--- config.mk ---
export PLATFORM = sky130hd
export DESIGN_NAME = settle_ready_timer
export DESIGN_NICKNAME = d
export VERILOG_FILES = /design/src/rtl/srt_pkg.sv /design/src/rtl/srt_sync.sv /design/src/rtl/srt_settle.sv /design/src/rtl/srt_ready.sv /design/src/rtl/settle_ready_timer.sv
export SDC_FILE = /design/constraint.sdc
export NUM_CORES = 1
export LEC_CHECK = 0
export BUFFER_PORTS_ARGS = -buffer_cell sky130_fd_sc_hd__buf_2
export CAP_MARGIN = 30
export CORE_MARGIN = 5
export CORE_UTILIZATION = 59
export DETAILED_ROUTE_END_ITERATION = 7
export HOLD_SLACK_MARGIN = 0.02
export PLACE_DENSITY = 0.82
export SYNTH_ARGS = -nofsm -noshare
export SYNTH_HDL_FRONTEND = slang
export SYNTH_HIERARCHICAL = 1
export SYNTH_SLANG_ARGS = --single-unit
--- constraint.sdc ---
create_clock -name clk -period 2.3 [get_ports clk]
set_input_delay 0.115 -clock clk [delete_from_list [all_inputs] [get_ports clk]]
set_output_delay 0.115 -clock clk [all_outputs]
set_load 0.1 [all_outputs]
--- src/rtl/srt_pkg.sv ---
package srt_pkg;

    typedef enum logic [1:0] {
        ST_IDLE = 2'd0,
        ST_WAIT = 2'd1,
        ST_DONE = 2'd2
    } settle_state_t;

    typedef enum logic {
        RS_COUNT = 1'b0,
        RS_READY = 1'b1
    } ready_state_t;

endpackage

--- src/rtl/srt_sync.sv ---
module srt_sync #(
    parameter int unsigned STAGES = 2
) (
    input  logic clk,
    input  logic rst_n,
    input  logic din,
    output logic rise
);
    logic [STAGES-1:0] chain;
    logic              last_q;

    generate
        for (genvar g = 0; g < STAGES; g++) begin : g_stage
            if (g == 0) begin : g_first
                always_ff @(posedge clk or negedge rst_n) begin
                    if (!rst_n) chain[0] <= 1'b0;
                    else        chain[0] <= din;
                end
            end else begin : g_next
                always_ff @(posedge clk or negedge rst_n) begin
                    if (!rst_n) chain[g] <= 1'b0;
                    else        chain[g] <= chain[g-1];
                end
            end
        end
    endgenerate

    always_ff @(posedge clk or negedge rst_n) begin
        if (!rst_n) last_q <= 1'b0;
        else        last_q <= chain[STAGES-1];
    end

    assign rise = chain[STAGES-1] & ~last_q;

    // a rise lasts exactly one cycle
    AST_RISE_ONE_CYCLE: assert property (@(posedge clk) disable iff (!rst_n)
        rise |=> !rise);
endmodule

--- src/rtl/srt_settle.sv ---
module srt_settle
    import srt_pkg::*;
#(
    parameter int unsigned SETTLE_CYCLES = 640000
) (
    input  logic clk,
    input  logic rst_n,
    input  logic head_load,
    output logic hlt
);
    localparam int unsigned CW = $clog2(SETTLE_CYCLES + 1);
    localparam logic [CW-1:0] LAST = CW'(SETTLE_CYCLES - 1);

    settle_state_t st, st_nx;
    logic [CW-1:0] cnt, cnt_nx;

    always_ff @(posedge clk or negedge rst_n) begin
        if (!rst_n) begin
            st  <= ST_IDLE;
            cnt <= '0;
        end else begin
            st  <= st_nx;
            cnt <= cnt_nx;
        end
    end

    always_comb begin
        st_nx  = st;
        cnt_nx = cnt;
        unique case (st)
            ST_IDLE: begin
                cnt_nx = '0;
                if (head_load) st_nx = ST_WAIT;
            end
            ST_WAIT: begin
                if (!head_load) begin
                    st_nx  = ST_IDLE;
                    cnt_nx = '0;
                end else if (cnt == LAST) begin
                    st_nx  = ST_DONE;
                end else begin
                    cnt_nx = cnt + CW'(1);
                end
            end
            ST_DONE: begin
                if (!head_load) begin
                    st_nx  = ST_IDLE;
                    cnt_nx = '0;
                end
            end
            default: begin
                st_nx  = ST_IDLE;
                cnt_nx = '0;
            end
        endcase
    end

    always_comb begin
        hlt = 1'b0;
        unique case (st)
            ST_DONE: hlt = head_load;
            default: hlt = 1'b0;
        endcase
    end

    AST_REQ_STARTS_WINDOW: assert property (@(posedge clk) disable iff (!rst_n)
        (st == ST_IDLE && head_load) |=> (st == ST_WAIT && cnt == '0));
    AST_WINDOW_ADVANCES: assert property (@(posedge clk) disable iff (!rst_n)
        (st == ST_WAIT && head_load && cnt != LAST) |=> (st == ST_WAIT && cnt == $past(cnt) + CW'(1)));
    AST_DONE_HOLDS: assert property (@(posedge clk) disable iff (!rst_n)
        (st == ST_DONE && head_load) |=> (st == ST_DONE));
    AST_DROP_ABORTS: assert property (@(posedge clk) disable iff (!rst_n)
        !head_load |=> (st == ST_IDLE));
endmodule

--- src/rtl/srt_ready.sv ---
module srt_ready
    import srt_pkg::*;
#(
    parameter int unsigned BASE_REVS = 5
) (
    input  logic       clk,
    input  logic       rst_n,
    input  logic       rise,
    input  logic       sel_change,
    input  logic [1:0] rev_sel,
    output logic       rdy_mini
);
    localparam int unsigned MAX_REVS = BASE_REVS + 3;
    localparam int unsigned CW = $clog2(MAX_REVS + 1);

    ready_state_t  st, st_nx;
    logic [CW-1:0] cnt, cnt_nx;
    logic [CW-1:0] target;

    // 00 is the nominal setting, one above the base
    always_comb begin
        target = CW'(BASE_REVS + 1);
        unique case (rev_sel)
            2'b00: target = CW'(BASE_REVS + 1);
            2'b01: target = CW'(BASE_REVS);
            2'b10: target = CW'(BASE_REVS + 2);
            2'b11: target = CW'(BASE_REVS + 3);
            default: target = CW'(BASE_REVS + 1);
        endcase
    end

    always_ff @(posedge clk or negedge rst_n) begin
        if (!rst_n) begin
            st  <= RS_COUNT;
            cnt <= '0;
        end else begin
            st  <= st_nx;
            cnt <= cnt_nx;
        end
    end

    always_comb begin
        st_nx  = st;
        cnt_nx = cnt;
        if (sel_change) begin
            st_nx  = RS_COUNT;
            cnt_nx = '0;
        end else begin
            unique case (st)
                RS_COUNT: begin
                    if (rise) begin
                        cnt_nx = cnt + CW'(1);
                        if ((cnt + CW'(1)) >= target) st_nx = RS_READY;
                    end
                end
                RS_READY: begin
                    cnt_nx = cnt;
                end
                default: begin
                    st_nx  = RS_COUNT;
                    cnt_nx = '0;
                end
            endcase
        end
    end

    always_comb begin
        rdy_mini = 1'b0;
        unique case (st)
            RS_READY: rdy_mini = 1'b1;
            default:  rdy_mini = 1'b0;
        endcase
    end

    AST_SEL_CLEARS: assert property (@(posedge clk) disable iff (!rst_n)
        sel_change |=> (st == RS_COUNT && cnt == '0));
    AST_READY_STICKY: assert property (@(posedge clk) disable iff (!rst_n)
        (st == RS_READY && !sel_change) |=> (st == RS_READY && $stable(cnt)));
    AST_COUNT_ONLY_ON_RISE: assert property (@(posedge clk) disable iff (!rst_n)
        (st == RS_COUNT && !rise && !sel_change) |=> $stable(cnt));
    AST_NO_OVERFLOW: assert property (@(posedge clk) disable iff (!rst_n)
        cnt <= CW'(MAX_REVS));
endmodule

--- src/rtl/settle_ready_timer.sv ---
module settle_ready_timer #(
    parameter int unsigned CLK_HZ      = 16_000_000,
    parameter int unsigned SETTLE_US   = 40_000,
    parameter int unsigned SYNC_STAGES = 2,
    parameter int unsigned BASE_REVS   = 5
) (
    input  logic       clk,
    input  logic       rst_n,
    input  logic       head_load,
    input  logic       index_raw,
    input  logic       sel_change,
    input  logic       mini_mode,
    input  logic       drive_rdy_in,
    input  logic [1:0] rev_sel,
    output logic       hlt,
    output logic       rdy
);
    localparam int unsigned SETTLE_CYCLES = (CLK_HZ / 1_000_000) * SETTLE_US;

    logic idx_rise;
    logic rdy_mini;

    srt_settle #(.SETTLE_CYCLES(SETTLE_CYCLES)) u_settle (
        .clk       (clk),
        .rst_n     (rst_n),
        .head_load (head_load),
        .hlt       (hlt)
    );

    srt_sync #(.STAGES(SYNC_STAGES)) u_sync (
        .clk   (clk),
        .rst_n (rst_n),
        .din   (index_raw),
        .rise  (idx_rise)
    );

    srt_ready #(.BASE_REVS(BASE_REVS)) u_ready (
        .clk        (clk),
        .rst_n      (rst_n),
        .rise       (idx_rise),
        .sel_change (sel_change),
        .rev_sel    (rev_sel),
        .rdy_mini   (rdy_mini)
    );

    assign rdy = mini_mode ? rdy_mini : drive_rdy_in;

    AST_HLT_NEEDS_REQ: assert property (@(posedge clk) disable iff (!rst_n)
        hlt |-> $past(head_load));
endmodule

# [After elaboration in Yosys (flattened, before gate mapping)]
# Index checks and enable logic that the tools add are counted.
[op_classes] eq_ne=12 n_mux=20 magnitude_cmp=1 n_bitwise=3 add_sub_neg=2 n_reduce_logical=5
[ops] operator="two-way mux 20 bit" count=3
[ops] operator="case mux 20 bit (2 select lines)" count=1
[ops] operator="adder 20 x 1 -> 20 bit (second input constant)" count=1
[ops] operator="== test 20 bit (second input constant)" count=1
[ops] operator="case mux 4 bit (4 select lines)" count=1
[ops] operator="two-way mux 4 bit" count=3
[ops] operator="two-way mux 2 bit" count=4
[ops] operator="two-way mux 1 bit" count=7
[ops] operator="== test 2 bit (second input constant)" count=3
[ops] operator="inequality test 2 bit (second input constant)" count=3
[ops] operator="inequality test 3 bit (second input constant)" count=2
[ops] operator="case mux 2 bit (3 select lines)" count=1
[ops] operator="adder 4 x 1 -> 4 bit (second input constant)" count=1
[ops] operator="== test 2 x 1 -> 1 bit (second input constant)" count=2
[ops] operator="greater-or-equal comparator 4 bit" count=1
[ops] operator="zero test 2 bit" count=2
[ops] operator="AND reduction 2 bit" count=2
[ops] operator="inequality test 3 x 2 -> 1 bit (second input constant)" count=1
[ops] operator="AND reduction 3 bit" count=1
[ops] operator="NOT 1 bit" count=2
[ops] operator="bitwise AND 1 bit" count=1
[word_totals] output_inout_bits=2 inputBits=9 register_bits=30 word_cells=50

# [Depth between registers and ports, before layout]
[logic_depth] word_depth=7 depth_mapped=7 depth_no_buf=7

# [Hierarchy]
# Netlist, hierarchy kept.
[modules_own_cells] module="srt_settle" instances=1 area_per_inst_um2=1226.2 cells_per_inst=130 seq_area_each_um2=550.5
[modules_own_cells] module="srt_ready" instances=1 area_per_inst_um2=385.4 cells_per_inst=37 seq_area_each_um2=125.1
[modules_own_cells] module="srt_sync" instances=1 area_per_inst_um2=88.8 cells_per_inst=4 seq_area_each_um2=75.1
[modules_own_cells] module="settle_ready_timer" instances=1 area_per_inst_um2=15.0 cells_per_inst=1 seq_area_each_um2=0.0

# [Worst setup path after synthesis]
# No wires, ideal clock.
[synth_path] kind="register -> register" from="register u_settle.st[0]" to="register u_settle.cnt[14]" n_path_buf=1 slack_ns=-0.032 path_stages_with_launch=7 setup_ns=0.132 arrival_time_ns=2.200 t_required_ns=2.168 synth_period_minus_slack_ns=2.332 path_cell_list="dfrtp_1 > nand3b_1 > inv_1 > clkbuf_1 > nor4_1 > xnor2_1 > nor2_1"
[synth_between] elab_chain_len=3 elab_cells_between_ends=6 classes_between="eq/ne: 4; mux: 1; reduce/logical: 1"
[synth_rtl] element="start, declared" line="srt_settle.sv:14" rtl="settle_state_t st, st_nx;"
[synth_rtl] element="start signal, assigned" line="srt_settle.sv:22" rtl="st <= st_nx;"
[synth_rtl] element="== test 2 x 1 -> 1 bit / == test 2 bit (equally long branches)" line="srt_settle.sv:30" rtl="unique case (st)"
[synth_rtl] element="inequality test 3 bit (no line) / inequality test 2 bit (equally long branches)"
[synth_rtl] element="AND reduction 2 bit (no line)"
[synth_rtl] element="end signal, assigned" line="srt_settle.sv:23" rtl="cnt <= cnt_nx;"
[synth_rtl] element="end, declared" line="srt_settle.sv:15" rtl="logic [CW-1:0] cnt, cnt_nx;"
# Several ways; a longest one is shown, not always the timed one.
# A chain may end at the register's enable or synchronous reset.

# [Final worst setup path]
[layout_path] from="register u_settle.st[0]" to="output port hlt"
[layout_between] elab_chain_len=2
[layout_rtl] element="== test 2 bit" line="srt_settle.sv:60" rtl="unique case (st)"
[layout_rtl] element="two-way mux 1 bit" line="srt_settle.sv:60"
[layout_rtl] element="end, declared" line="settle_ready_timer.sv:15" rtl="output logic hlt,"
# No other way between the ends.

==> results summary <==
The number of nets with antenna violations after detailed routing came out at 0. The largest individual stage delay along the critical path comes from the cell sky130_fd_sc_hd__buf_2. The worst-case hold slack came out at ~34 ps. The run finished with clean final reports. The setup TNS after final layout is 0 ps. Data on the critical path arrives at its endpoint at approximately 1900 ps. The area used by multi-input combinational logic came out at 915.9 sq um. The post-synthesis compound-gate area fraction came out at around 14%. The startpoint of the tightest hold check path is head_load. The number of nets in the finished design came out at roughly 210. The endpoint of the worst hold-timing path is u_settle/st[0]$_DFFE_PN0P_.

The die covers 4086 sq um. The path type of the worst min-delay path is input port to flip-flop. Counting flops with an async set or reset pin after synthesis yields a share of 100.0%. The clock sink count is 30. Setup repair after global routing left no endpoint under its margin.

The minimum clock period is slightly above 2000 ps. Yosys instantiated no cell more often than sky130_fd_sc_hd__dfrtp_1. Setup slack on the worst reg-to-reg path comes out at roughly 300 ps.

After synthesis, the cell types taking the most area are sky130_fd_sc_hd__dfrtp_1, sky130_fd_sc_hd__ha_1, sky130_fd_sc_hd__xnor2_1. The area overhead of the layout relative to synthesis is 12.11%. Once layout is complete, the utilization of the core stands at roughly 69%.

In this run the horizontal extent of the chip is around 64 um. The post-CTS resize count is 0. Between clock sinks in the finished design, the worst skew comes to approximately 7 ps. The antenna diode count is 0. The netlist area before placement is 1715 sq um. STA puts the critical path data required time at about 2200 ps. The average footprint of a synthesized cell is 9.973 sq um. The source-to-sink clock delay at the later pin of the worst-skew pair came out at around 330 ps. The final estimated routing congestion in global placement is approximately 0.87. The row count came out at 19. The start-to-end type of the worst setup path is flip-flop to output port. Walking the worst path, the cells encountered are nand3b_1, inv_1, buf_2. Buffers placed on the I/O ports in this run total 10. Summing all flip-flop and latch instances after layout gives approximately 750 sq um. The share of the clock period used by the worst path is 88.78%. The dominant synthesized flop cell is sky130_fd_sc_hd__dfrtp_1. The commonest cells after synthesis are sky130_fd_sc_hd__dfrtp_1, sky130_fd_sc_hd__nor2_1, sky130_fd_sc_hd__ha_1. 11 I/O pins were placed. In this run the tightest slew margin relative to its limit is between 50% and 60%.

Dividing the detail-routed wire length by the instance count gives 14.71 um. In this run the number of H-tree levels came out at 2. The synthesized netlist devotes between 20% and 30% of its cell area to simple gates.

The portion of synthesized cell area occupied by the leading cell type came out at between 40% and 50%. The total number of yosys warnings came out at 6. Of all nets on the critical path, the largest fanout is 11. The final-report setup violation count is 0. Summing over every cut layer, the via total after detailed routing is approximately 1.4k. The power per cell area came out at about 540 nW/um^2. After legalization and detailed placement, the total HPWL measured approximately 2.4 mm. The first-pass GRT wire length is around 5.8 mm. The clock input transition at the sequential cells of the worst setup and hold paths is roughly 90 ps. The master cell of the clock root buffer is sky130_fd_sc_hd__clkbuf_4. For this run, the total global-route usage over all layers was measured as around 18%. The maximum clock rate is around 500 MHz. The multiplexer area fraction after synthesis is around 2.7%.

The clock tree from TritonCTS is yes. The tool flagged a number of max-cap violations equal to 0. The clock passes through at most 2 buffers.

The hold buffer count at cts is 3. The worst register-to-register path begins at u_settle/cnt[17]$_DFFE_PN0P_. The fraction of final layout cells sized beyond drive strength 1 came out at between 10% and 20%. The initial core utilization is just over 60%. The capturing point of the worst reg2reg path is u_settle/cnt[2]$_DFFE_PN0P_.

The cell count of the worst reg-to-reg path came out at 6. The worst setup path is captured at an output port. The count of unique library cells instantiated by Yosys is 42. STA classifies the critical path startpoint as a flip-flop. The DRC violation count after routing is 0. The biggest area contributor in the post-synthesis netlist is sky130_fd_sc_hd__dfrtp_1. The number of enable-type register cells in the synthesized netlist came out at 0. The initial antenna violation count came out at 0. By area, the combinational part of the netlist is dominated by simple AND/OR/NAND/NOR gates. The number of endpoints with negative hold slack in the final report is 0. The max-slew violation total from the final report is 0. The first-pass iteration count of the detailed router came out at 4. The transition at the pin with the smallest max-transition slack is ~630 ps.

The maximum number of pins on one net before global-route repair came out at 31. The core region area came out at between 2000 and 3000 sq um. The xor and xnor fraction of the mapped netlist area is slightly above 6%.

Counting flops and latches in the post-synthesis netlist gives 30. The CTS buffer count came out at 5. The first routing iteration left between 50 and 60 violations.

The worst hold path was traced through 3 stages. After technology mapping, the gate count stands at ~170. The leakage component of the power is about 0.88 nW. The per-cell via count in the routed design came out at around 6.1.

Summed over all layers, the global routing overflow is 0. The count of buffers added by post-CTS timing repair for setup is 0. The adder-cell area share of the yosys netlist came out at approximately 7.3%. The number of fill cells came out at about 220.

The synthesized netlist net count is 191. The maximum VDD drop came out at 0.0004954 V. The via count of the first global-routing pass came out at around 1.3k.

The sequential-to-total area share from yosys stat is between 40% and 50%. The routed wire length is 3.294 mm. Measured along the y axis, the die boundary spans approximately 64 um.

The delay of the slowest cell on the worst path came out at 500 ps.
state kept, by name, summed over array words and instances, names as in the netlist:
signal / flops
u_sync/chain: 2
u_ready/cnt: 4
u_ready/st: 1
u_settle/cnt: 20
u_settle/st: 2
u_sync/last_q: 1
per-stage QoR:
| step | worst slack (ps) | power [mW] | area, sq um | std cells |
|---|---|---|---|---|
| finish | 258.0 | 1.030 | 1923 | 224 |
| global route | 127.0 | 1.088 | 1923 | 224 |
| floorplan | 449.8 | 0.5955 | 1717 | 172 |
| CTS | 248.4 | 1.041 | 1923 | 224 |
| detailed placement | 341.7 | 0.6292 | 1815 | 213 |
| global placement | 388.0 | 0.6249 | 1815 | 213 |
power breakdown:
| group | internal, mW | switching [mW] | leakage, nW |
|---|---|---|---|
| clock network | 0.225 | 0.184 | 0.0450 |
| logic | 0.0301 | 0.0486 | 0.427 |
| registers | 0.535 | 0.00735 | 0.408 |
| total | 0.790 | 0.240 | 0.880 |
how the worst max path moves through the flow:
stage,to,slack (ps),cells past startpoint,startpoint
4_1_cts,hlt,250,3,u_settle/st[0]$_DFFE_PN0P_
5_1_grt,hlt,130,3,u_settle/st[0]$_DFFE_PN0P_
2_1_floorplan,u_settle/cnt[0]$_DFFE_PN0P_,450,5,u_settle/cnt[17]$_DFFE_PN0P_
3_5_place_dp,u_settle/cnt[0]$_DFFE_PN0P_,340,5,u_settle/cnt[17]$_DFFE_PN0P_
3_3_place_gp,u_settle/cnt[2]$_DFFE_PN0P_,390,6,u_settle/cnt[17]$_DFFE_PN0P_
6_report,hlt,260,3,u_settle/st[0]$_DFFE_PN0P_
worst max-delay path, delay by kind of cell (launching register included):
family	cells	cell delay (ps)
flip-flops	1	410
buffers and inverters	2	860
AND/OR/NAND/NOR	1	330
kinds of logic (layout without fill, tap and decap cells):
group / after synthesis / in the layout
xor+xnor: 12 / 12
fa+ha+maj: 10 / 10
mux: 4 / 4
compound gates: 38 / 38
flops: 30 / 30
buf+inv: 12 / 33
simple gates: 66 / 66
routing by layer:
layer	track usage (%)	routed length, um
met1	21.90	1435
met2	29.40	1662
met3	5.254	164
met4	6.753	31
met5	0	0
final cells by class:
type                       count  share of cell area, %
clock inverter                 3                  2.082
sequential                    30                  39.04
multi-input combinational    130                  47.63
tap                           31                  2.017
timing repair buffer          17                  5.725
inverter                       8                  1.561
clock buffer                   5                  1.952
layout by cell type (no fill, tap or decap), types with 3 or more instances in the layout:
master / n
sky130_fd_sc_hd__a211oi_1: 7
sky130_fd_sc_hd__a21oi_1: 8
sky130_fd_sc_hd__and4_1: 3
sky130_fd_sc_hd__buf_2: 10
sky130_fd_sc_hd__buf_4: 4
sky130_fd_sc_hd__clkbuf_4: 5
sky130_fd_sc_hd__dfrtp_1: 30
sky130_fd_sc_hd__dlygate4sd3_1: 3
sky130_fd_sc_hd__ha_1: 10
sky130_fd_sc_hd__inv_1: 8
sky130_fd_sc_hd__nand2_1: 5
sky130_fd_sc_hd__nand3_1: 7
sky130_fd_sc_hd__nand4_1: 9
sky130_fd_sc_hd__nor2_1: 16
sky130_fd_sc_hd__o21ai_0: 8
sky130_fd_sc_hd__o21ai_1: 4
sky130_fd_sc_hd__or3_1: 7
sky130_fd_sc_hd__xnor2_1: 7
sky130_fd_sc_hd__xor2_1: 5
No activity file was read; power rests on OpenSTA's default activity.
